<file path="config.mk">
export PLATFORM = sky130hd
export DESIGN_NAME = usb_ls_tx
export DESIGN_NICKNAME = d
export VERILOG_FILES = /design/src/rtl/usb_ls_tx_pkg.sv /design/src/rtl/usb_ls_cycle_cnt.sv /design/src/rtl/usb_ls_line_coder.sv /design/src/rtl/usb_ls_byte_feed.sv /design/src/rtl/usb_ls_addr_reg.sv /design/src/rtl/usb_ls_tx.sv
export SDC_FILE = /design/constraint.sdc
export NUM_CORES = 1
export LEC_CHECK = 0
export CAP_MARGIN = 25
export CORE_AREA = 2 2 89 65
export DETAILED_ROUTE_END_ITERATION = 8
export DIE_AREA = 0 0 91 67
export DONT_BUFFER_PORTS = 1
export GPL_TIMING_DRIVEN = 0
export PLACE_DENSITY = 0.65
export SKIP_LAST_GASP = 1
export SYNTH_ARGS = -nofsm -noshare
export SYNTH_HDL_FRONTEND = slang
export SYNTH_SLANG_ARGS = --single-unit
</file>
<file path="constraint.sdc">
create_clock -name clk -period 4.4 [get_ports clk]
set_clock_uncertainty 0.15 [all_clocks]
set_input_delay 0.22 -clock clk [delete_from_list [all_inputs] [get_ports clk]]
set_output_delay 0.22 -clock clk [all_outputs]
set_load 0.03 [all_outputs]
</file>
<file path="src/rtl/usb_ls_tx_pkg.sv">
package usb_ls_tx_pkg;

  localparam int BYTE_BITS = 8;
  localparam logic [BYTE_BITS-1:0] SYNC_PATTERN = 8'h80;

  typedef enum logic [2:0] {
    ST_IDLE,
    ST_PRESET,
    ST_ACQUIRE,
    ST_SEND,
    ST_SE0,
    ST_DRIVE_J,
    ST_RELEASE
  } tx_state_e;

  typedef struct packed {
    logic oe;
    logic dp;
    logic dm;
  } line_drive_t;

  // level_j = 1 means J (D- high), 0 means K (D+ high)
  function automatic line_drive_t drive_level(input logic oe, input logic level_j);
    line_drive_t d;
    d.oe = oe;
    d.dp = ~level_j;
    d.dm = level_j;
    return d;
  endfunction

endpackage

</file>
<file path="src/rtl/usb_ls_cycle_cnt.sv">
module usb_ls_cycle_cnt #(
  parameter int W = 4
) (
  input  logic         clk,
  input  logic         rst_n,
  input  logic         clr,
  input  logic [W-1:0] limit,
  output logic         last
);

  logic [W-1:0] cnt;

  assign last = (cnt == limit);

  always_ff @(posedge clk) begin
    if (!rst_n) begin
      cnt <= '0;
    end else if (clr || last) begin
      cnt <= '0;
    end else begin
      cnt <= cnt + W'(1);
    end
  end

endmodule

</file>
<file path="src/rtl/usb_ls_line_coder.sv">
module usb_ls_line_coder #(
  parameter int RUN_LIMIT = 6
) (
  input  logic clk,
  input  logic rst_n,
  input  logic init,
  input  logic emit,
  input  logic force_toggle,
  input  logic data_bit,
  output logic level_j,
  output logic stuff_due
);

  localparam int RW = $clog2(RUN_LIMIT + 1);

  logic [RW-1:0] run;

  assign stuff_due = (run == '0);

  always_ff @(posedge clk) begin
    if (!rst_n || init) begin
      level_j <= 1'b1;
      run     <= RW'(RUN_LIMIT);
    end else if (emit) begin
      if (force_toggle || !data_bit) begin
        level_j <= ~level_j;
        run     <= RW'(RUN_LIMIT);
      end else begin
        run <= run - RW'(1);
      end
    end
  end

endmodule

</file>
<file path="src/rtl/usb_ls_byte_feed.sv">
module usb_ls_byte_feed
  import usb_ls_tx_pkg::*;
#(
  parameter int CNT_W = 8
) (
  input  logic                 clk,
  input  logic                 rst_n,
  input  logic                 init,
  input  logic [CNT_W-1:0]     count,
  input  logic                 take,
  input  logic                 fetch_win,
  input  logic                 s_valid,
  input  logic [BYTE_BITS-1:0] s_data,
  output logic                 s_ready,
  output logic                 next_bit,
  output logic                 more
);

  localparam int POS_W = $clog2(BYTE_BITS + 1);
  localparam int IDX_W = $clog2(BYTE_BITS);

  logic [BYTE_BITS-1:0] cur;
  logic [BYTE_BITS-1:0] hold;
  logic                 hold_v;
  logic [POS_W-1:0]     pos;
  logic [CNT_W-1:0]     left;
  logic                 at_end;

  assign at_end   = (pos == POS_W'(BYTE_BITS));
  assign next_bit = at_end ? hold[0] : cur[pos[IDX_W-1:0]];
  assign more     = !at_end || hold_v;
  assign s_ready  = fetch_win && at_end && !hold_v && (left != '0);

  always_ff @(posedge clk) begin
    if (!rst_n) begin
      cur    <= '0;
      hold   <= '0;
      hold_v <= 1'b0;
      pos    <= '0;
      left   <= '0;
    end else if (init) begin
      cur    <= SYNC_PATTERN;
      hold_v <= 1'b0;
      pos    <= '0;
      left   <= (count > CNT_W'(1)) ? count - CNT_W'(1) : '0;
    end else begin
      if (take) begin
        if (at_end) begin
          cur    <= hold;
          pos    <= POS_W'(1);
          hold_v <= 1'b0;
        end else begin
          pos <= pos + POS_W'(1);
        end
      end
      if (s_valid && s_ready) begin
        hold   <= s_data;
        hold_v <= 1'b1;
        left   <= left - CNT_W'(1);
      end
    end
  end

endmodule

</file>
<file path="src/rtl/usb_ls_addr_reg.sv">
module usb_ls_addr_reg #(
  parameter int ADDR_W = 7
) (
  input  logic              clk,
  input  logic              rst_n,
  input  logic              commit,
  input  logic [ADDR_W-1:0] pend,
  output logic [ADDR_W-1:0] active
);

  always_ff @(posedge clk) begin
    if (!rst_n) begin
      active <= '0;
    end else if (commit) begin
      active <= pend;
    end
  end

endmodule

</file>
<file path="src/rtl/usb_ls_tx.sv">
module usb_ls_tx
  import usb_ls_tx_pkg::*;
#(
  parameter int CLKS_PER_BIT = 8,
  parameter int RUN_LIMIT    = 6,
  parameter int EOP_BITS     = 2,
  parameter int CNT_W        = 8,
  parameter int ADDR_W       = 7
) (
  input  logic              clk,
  input  logic              rst_n,
  input  logic              start,
  input  logic [CNT_W-1:0]  byte_count,
  input  logic              s_valid,
  input  logic [7:0]        s_data,
  output logic              s_ready,
  input  logic [ADDR_W-1:0] pend_addr,
  output logic [ADDR_W-1:0] dev_addr,
  output logic              dp_o,
  output logic              dm_o,
  output logic              oe_o,
  output logic              busy,
  output logic              done
);

  localparam int EOP_CYC = EOP_BITS * CLKS_PER_BIT;
  localparam int MAX_CYC = (EOP_CYC > CLKS_PER_BIT) ? EOP_CYC : CLKS_PER_BIT;
  localparam int TW      = (MAX_CYC > 1) ? $clog2(MAX_CYC) : 1;

  tx_state_e   st;
  logic        is_data;
  logic        done_q;
  logic        launch;
  logic        cnt_clr;
  logic [TW-1:0] cnt_limit;
  logic        slot_last;
  logic        bnd;
  logic        level_j;
  logic        stuff_due;
  logic        next_bit;
  logic        more;
  logic        emit;
  logic        take;
  logic        finish;
  logic        commit;
  line_drive_t drv;

  assign launch    = (st == ST_IDLE) && start;
  assign cnt_clr   = (st == ST_IDLE) || (st == ST_PRESET);
  assign cnt_limit = (st == ST_SE0) ? TW'(EOP_CYC - 1) : TW'(CLKS_PER_BIT - 1);
  assign bnd       = slot_last && ((st == ST_ACQUIRE) || (st == ST_SEND));
  assign emit      = bnd && (stuff_due || more);
  assign take      = bnd && !stuff_due && more;
  assign finish    = bnd && (st == ST_SEND) && !stuff_due && !more;
  assign commit    = finish && is_data;

  usb_ls_cycle_cnt #(
    .W(TW)
  ) u_slot_cnt (
    .clk  (clk),
    .rst_n(rst_n),
    .clr  (cnt_clr),
    .limit(cnt_limit),
    .last (slot_last)
  );

  usb_ls_line_coder #(
    .RUN_LIMIT(RUN_LIMIT)
  ) u_coder (
    .clk         (clk),
    .rst_n       (rst_n),
    .init        (launch),
    .emit        (emit),
    .force_toggle(stuff_due),
    .data_bit    (next_bit),
    .level_j     (level_j),
    .stuff_due   (stuff_due)
  );

  usb_ls_byte_feed #(
    .CNT_W(CNT_W)
  ) u_feed (
    .clk      (clk),
    .rst_n    (rst_n),
    .init     (launch),
    .count    (byte_count),
    .take     (take),
    .fetch_win(st == ST_SEND),
    .s_valid  (s_valid),
    .s_data   (s_data),
    .s_ready  (s_ready),
    .next_bit (next_bit),
    .more     (more)
  );

  usb_ls_addr_reg #(
    .ADDR_W(ADDR_W)
  ) u_addr (
    .clk   (clk),
    .rst_n (rst_n),
    .commit(commit),
    .pend  (pend_addr),
    .active(dev_addr)
  );

  always_ff @(posedge clk) begin
    if (!rst_n) begin
      st      <= ST_IDLE;
      is_data <= 1'b0;
      done_q  <= 1'b0;
    end else begin
      done_q <= 1'b0;
      unique case (st)
        ST_IDLE: begin
          if (start) begin
            st      <= ST_PRESET;
            is_data <= (byte_count > CNT_W'(2));
          end
        end
        ST_PRESET:  st <= ST_ACQUIRE;
        ST_ACQUIRE: if (bnd) st <= ST_SEND;
        ST_SEND:    if (finish) st <= ST_SE0;
        ST_SE0:     if (slot_last) st <= ST_DRIVE_J;
        ST_DRIVE_J: st <= ST_RELEASE;
        ST_RELEASE: begin
          st     <= ST_IDLE;
          done_q <= 1'b1;
        end
        default:    st <= ST_IDLE;
      endcase
    end
  end

  always_comb begin
    unique case (st)
      ST_PRESET:  drv = drive_level(1'b0, 1'b1);
      ST_ACQUIRE: drv = drive_level(1'b1, 1'b1);
      ST_SEND:    drv = drive_level(1'b1, level_j);
      ST_SE0:     drv = '{oe: 1'b1, dp: 1'b0, dm: 1'b0};
      ST_DRIVE_J: drv = drive_level(1'b1, 1'b1);
      ST_RELEASE: drv = drive_level(1'b0, 1'b1);
      default:    drv = '{oe: 1'b0, dp: 1'b0, dm: 1'b0};
    endcase
  end

  assign oe_o = drv.oe;
  assign dp_o = drv.dp;
  assign dm_o = drv.dm;
  assign busy = (st != ST_IDLE);
  assign done = done_q;

endmodule

</file>
==> results by group <==
Run status
  – Status: finished, final reports clean

Power
  – Sequential Power Share: 0.546
  – Sw power: 0.2289 mW
  – Total Power: 0.8471 mW
  – Pint: between 0.6 and 0.7 mW
  – Leak: 1.105 nW
  – VDD IR-drop max: 0.0001425 V
  – Comb pwr share: 0.138
  – Clk network pwr share: 0.316
  – Power Density: 291.8 mW/mm^2
  – Switch share: 0.2702

Floorplan
  – Die Height: 67 um
  – Initial Util: 0.4862
  – Io pins: 40
  – Die width: 91 um
  – Rows: 22
  – Core ar.: 0.005175 sq mm
  – Die area: around 0.0061 sq mm

CTS
  – Setup Fix Bufs, Post-CTS: 0
  – TritonCTS clock tree: done
  – H-tree level count: 2
  – Clk buf depth: 2
  – CTS root buffer: clkbuf_8
  – Sink Count: 49
  – Clk slew on worst S/H paths: approximately 0.10 ns
  – Worst-Skew Late Latency: approximately 0.30 ns
  – CTS Buf Count: 5

Placement
  – Routability cong.: 0.8227
  – Post-Place Cell Area: 0.002606 sq mm
  – DP Worst Slack: 2.002 ns
  – Dpl hpwl: 3.996 mm
  – I/O Buffers: 0
  – Total placed cells including tap cells: 367

Logic synthesis
  – Post-synthesis cell type count: 52
  – Post-synthesis cell count: 295
  – Largest family of logic cells by synthesized area: simple AND/OR/NAND/NOR gates
  – Post-Synth Simple-Gate Area: 0.2412
  – Share of the synthesized area in the top cell type: 0.3899
  – Post-Synth Adder-Cell Area: 0.04973
  – Synth Area in XOR/XNOR: 0.03829
  – Most common cell in the synthesized netlist: dfxtp_1
  – Synth top cells by count: dfxtp_1, nand2_1, nor2_1
  – Multiplexer area fraction after synthesis: 0.09796
  – Ys Warns: 0
  – Largest cells by area after synthesis: dfxtp_1, mux2i_1, ha_1, nand2_1, nor2_1
  – Average cell area after synthesis: around 8.5 sq um
  – Netlist Area Pre-Place: ~0.0025 sq mm
  – FFs w/ async S/R, synth: 0
  – Synth Register Bits: 49
  – Leading area contributor after synthesis: dfxtp_1
  – Number of flops mapped to enable cells by yosys: 0
  – Synth Flop Type: dfxtp_1
  – Post-synth net total: 332
  – Synth Area in Compound Gates: 0.1343
  – Register area share after synthesis: 0.3899

Min path
  – Hold Crit Depth: 2
  – Worst min path class: in2reg
  – Worst Hold Endpoint: u_feed.left[2]
  – Worst Hold Launch: byte_count[2]

Finish
  – Proportion of layout cells with a drive suffix above 1: 0.08951
  – Layout Cells excl Fill: 396
  – NumNets Final: 360
  – Fin util: 0.5609
  – Antenna cells: 0
  – Post-route cell area: 0.002903 sq mm
  – Area Growth Syn to Fin: 15.37%

Setup path
  – CP Data Required Time: around 4.5 ns
  – CP Capture Type: flop
  – Worst r2r dst: u_feed.left[0]
  – Worst Path Max Fanout: 10
  – Worst Path Arrival: 2.93 ns
  – Crit start category: flop
  – Slowest CP cell: dlygate4sd3_1
  – R2R setup slack: 1.53 ns
  – Worst path max stage delay: approximately 0.56 ns
  – Critical Path Start: u_feed.pos[0]
  – CP Cell Sequence: inv_1 -> ha_1 -> and4bb_2 -> and3_2 -> clkbuf_1 -> nand2_1 -> buf_2 -> o221ai_1 -> dlygate4sd3_1
  – R2R cell count: 9
  – WS Path Type: reg2reg
  – Worst R2R Start: u_feed.pos[0]

STA
  – Final Hold Fails: 0
  – PnR worst setup slack: 1.526 ns
  – Fin Setup TNS: 0 ns
  – Slew @ Worst Pin: roughly 0.65 ns
  – RSZ-0062 raised after global routing: no
  – Final setup fails: 0
  – Fmax achieved: 348.0 MHz
  – Max-slew violation count: 0
  – Final min period: 2.874 ns
  – Slew HR: 0.5656
  – Tcrit/Tclk final: 0.6531
  – Hold slack: 0.009865 ns

Run
  – Max-Cap Viols: 0

GRT
  – Grt ovf: 0
  – Gr usage total: 0.1988
  – Largest net degree at the start of global routing: 16
  – First-pass GRT wire length: between 9 and 10 mm
  – Vias in the first global route: 2,005
  – Initial antenna violation count: 0

Detailed routing
  – Initial drt markers: between 100 and 150
  – Mean number of vias per cell: 5.364
  – Routed len/inst: 14.32 um
  – Routed Antenna Nets: 0
  – Detailed Routing Iterations Pass 1: 4
  – # DRC: 0
  – WL final: roughly 5.7 mm
  – Via count: about 2,100
==> registers in the layout, indices dropped and copies added, names as in the netlist <==
| name | count |
|---|---|
| st | 3 |
| is_data | 1 |
| done | 1 |
| u_addr.active | 7 |
| u_feed.left | 8 |
| u_feed.hold_v | 1 |
| u_coder.run | 3 |
| u_feed.cur | 8 |
| u_coder.level_j | 1 |
| u_feed.pos | 4 |
| u_feed.hold | 8 |
| u_slot_cnt.cnt | 4 |
==> cells in the final DEF (no fill, tap or decap), types with 8 or more instances in the layout <==
master / instances
a21oi_1: 23
clkbuf_1: 8
dfxtp_1: 49
dlygate4sd3_1: 21
ha_1: 10
inv_1: 14
mux2i_1: 19
nand2_1: 33
nand3_1: 10
nor2_1: 33
o21ai_0: 12
==> area by class of cell <==
cell class              instances  area [sq um]
plain buffers                  12         66.31
repair buffers                 21         210.2
fillers                       489          2272
multi-input cells             219          1413
well taps                      72         90.09
clock buffers                   6         72.57
clock inverters                 2         13.76
flip-flops and latches         49         980.9
inverters                      15         56.30
==> worst max-delay path, delay by kind of cell (launching register included) <==
family	cells	cell delay [ns]
compound gates	1	0.13
fa+ha+maj	1	0.25
buf+inv	4	1.09
flops	1	0.49
simple gates	3	0.67
==> worst max path at each step <==
stage / endpoint / cells past startpoint
floorplan: u_feed.left[1] / 9
finish: u_feed.left[0] / 9
CTS: u_feed.left[0] / 9
global placement: u_coder.run[2] / 7
detailed placement: u_coder.run[2] / 7
global route: u_feed.left[0] / 9
==> power by group through the flow <==
stage          sequential (mW)  combinational, mW  clock [mW]
6_report                 0.462              0.117       0.268
5_1_grt                  0.464              0.131       0.293
4_1_cts                  0.462              0.116       0.275
3_5_place_dp             0.473             0.0996           0
3_3_place_gp             0.472             0.0995           0
2_1_floorplan            0.471             0.0816           0
==> kinds of logic (layout without fill, tap and decap cells) <==
| group | after synthesis | count (layout) |
|---|---|---|
| and+or+nand+nor | 120 | 120 |
| xor gates and xnor gates | 11 | 11 |
| buffers and inverters | 27 | 56 |
| muxes | 24 | 24 |
| DFF | 49 | 49 |
| AOI/OAI and AO/OA | 54 | 54 |
| adders and majority gates | 10 | 10 |
==> layer usage <==
metal  GRT usage  vias to the layer above  routed length [um]
met1      0.2834                     1005                2862
met2      0.3102                       38                2533
li1            -                     1076                   -
met3     0.04299                        5                 250
met5           0                        -                   0
met4     0.03977                        0                  23
==> repair_timing <==
item / in CTS / in global routing
resized for setup: 0 / 0
hold buffers: 21 / 0
hold endpoints to repair: 24 / 0
Note: power is estimated with default switching activity, not from simulation.
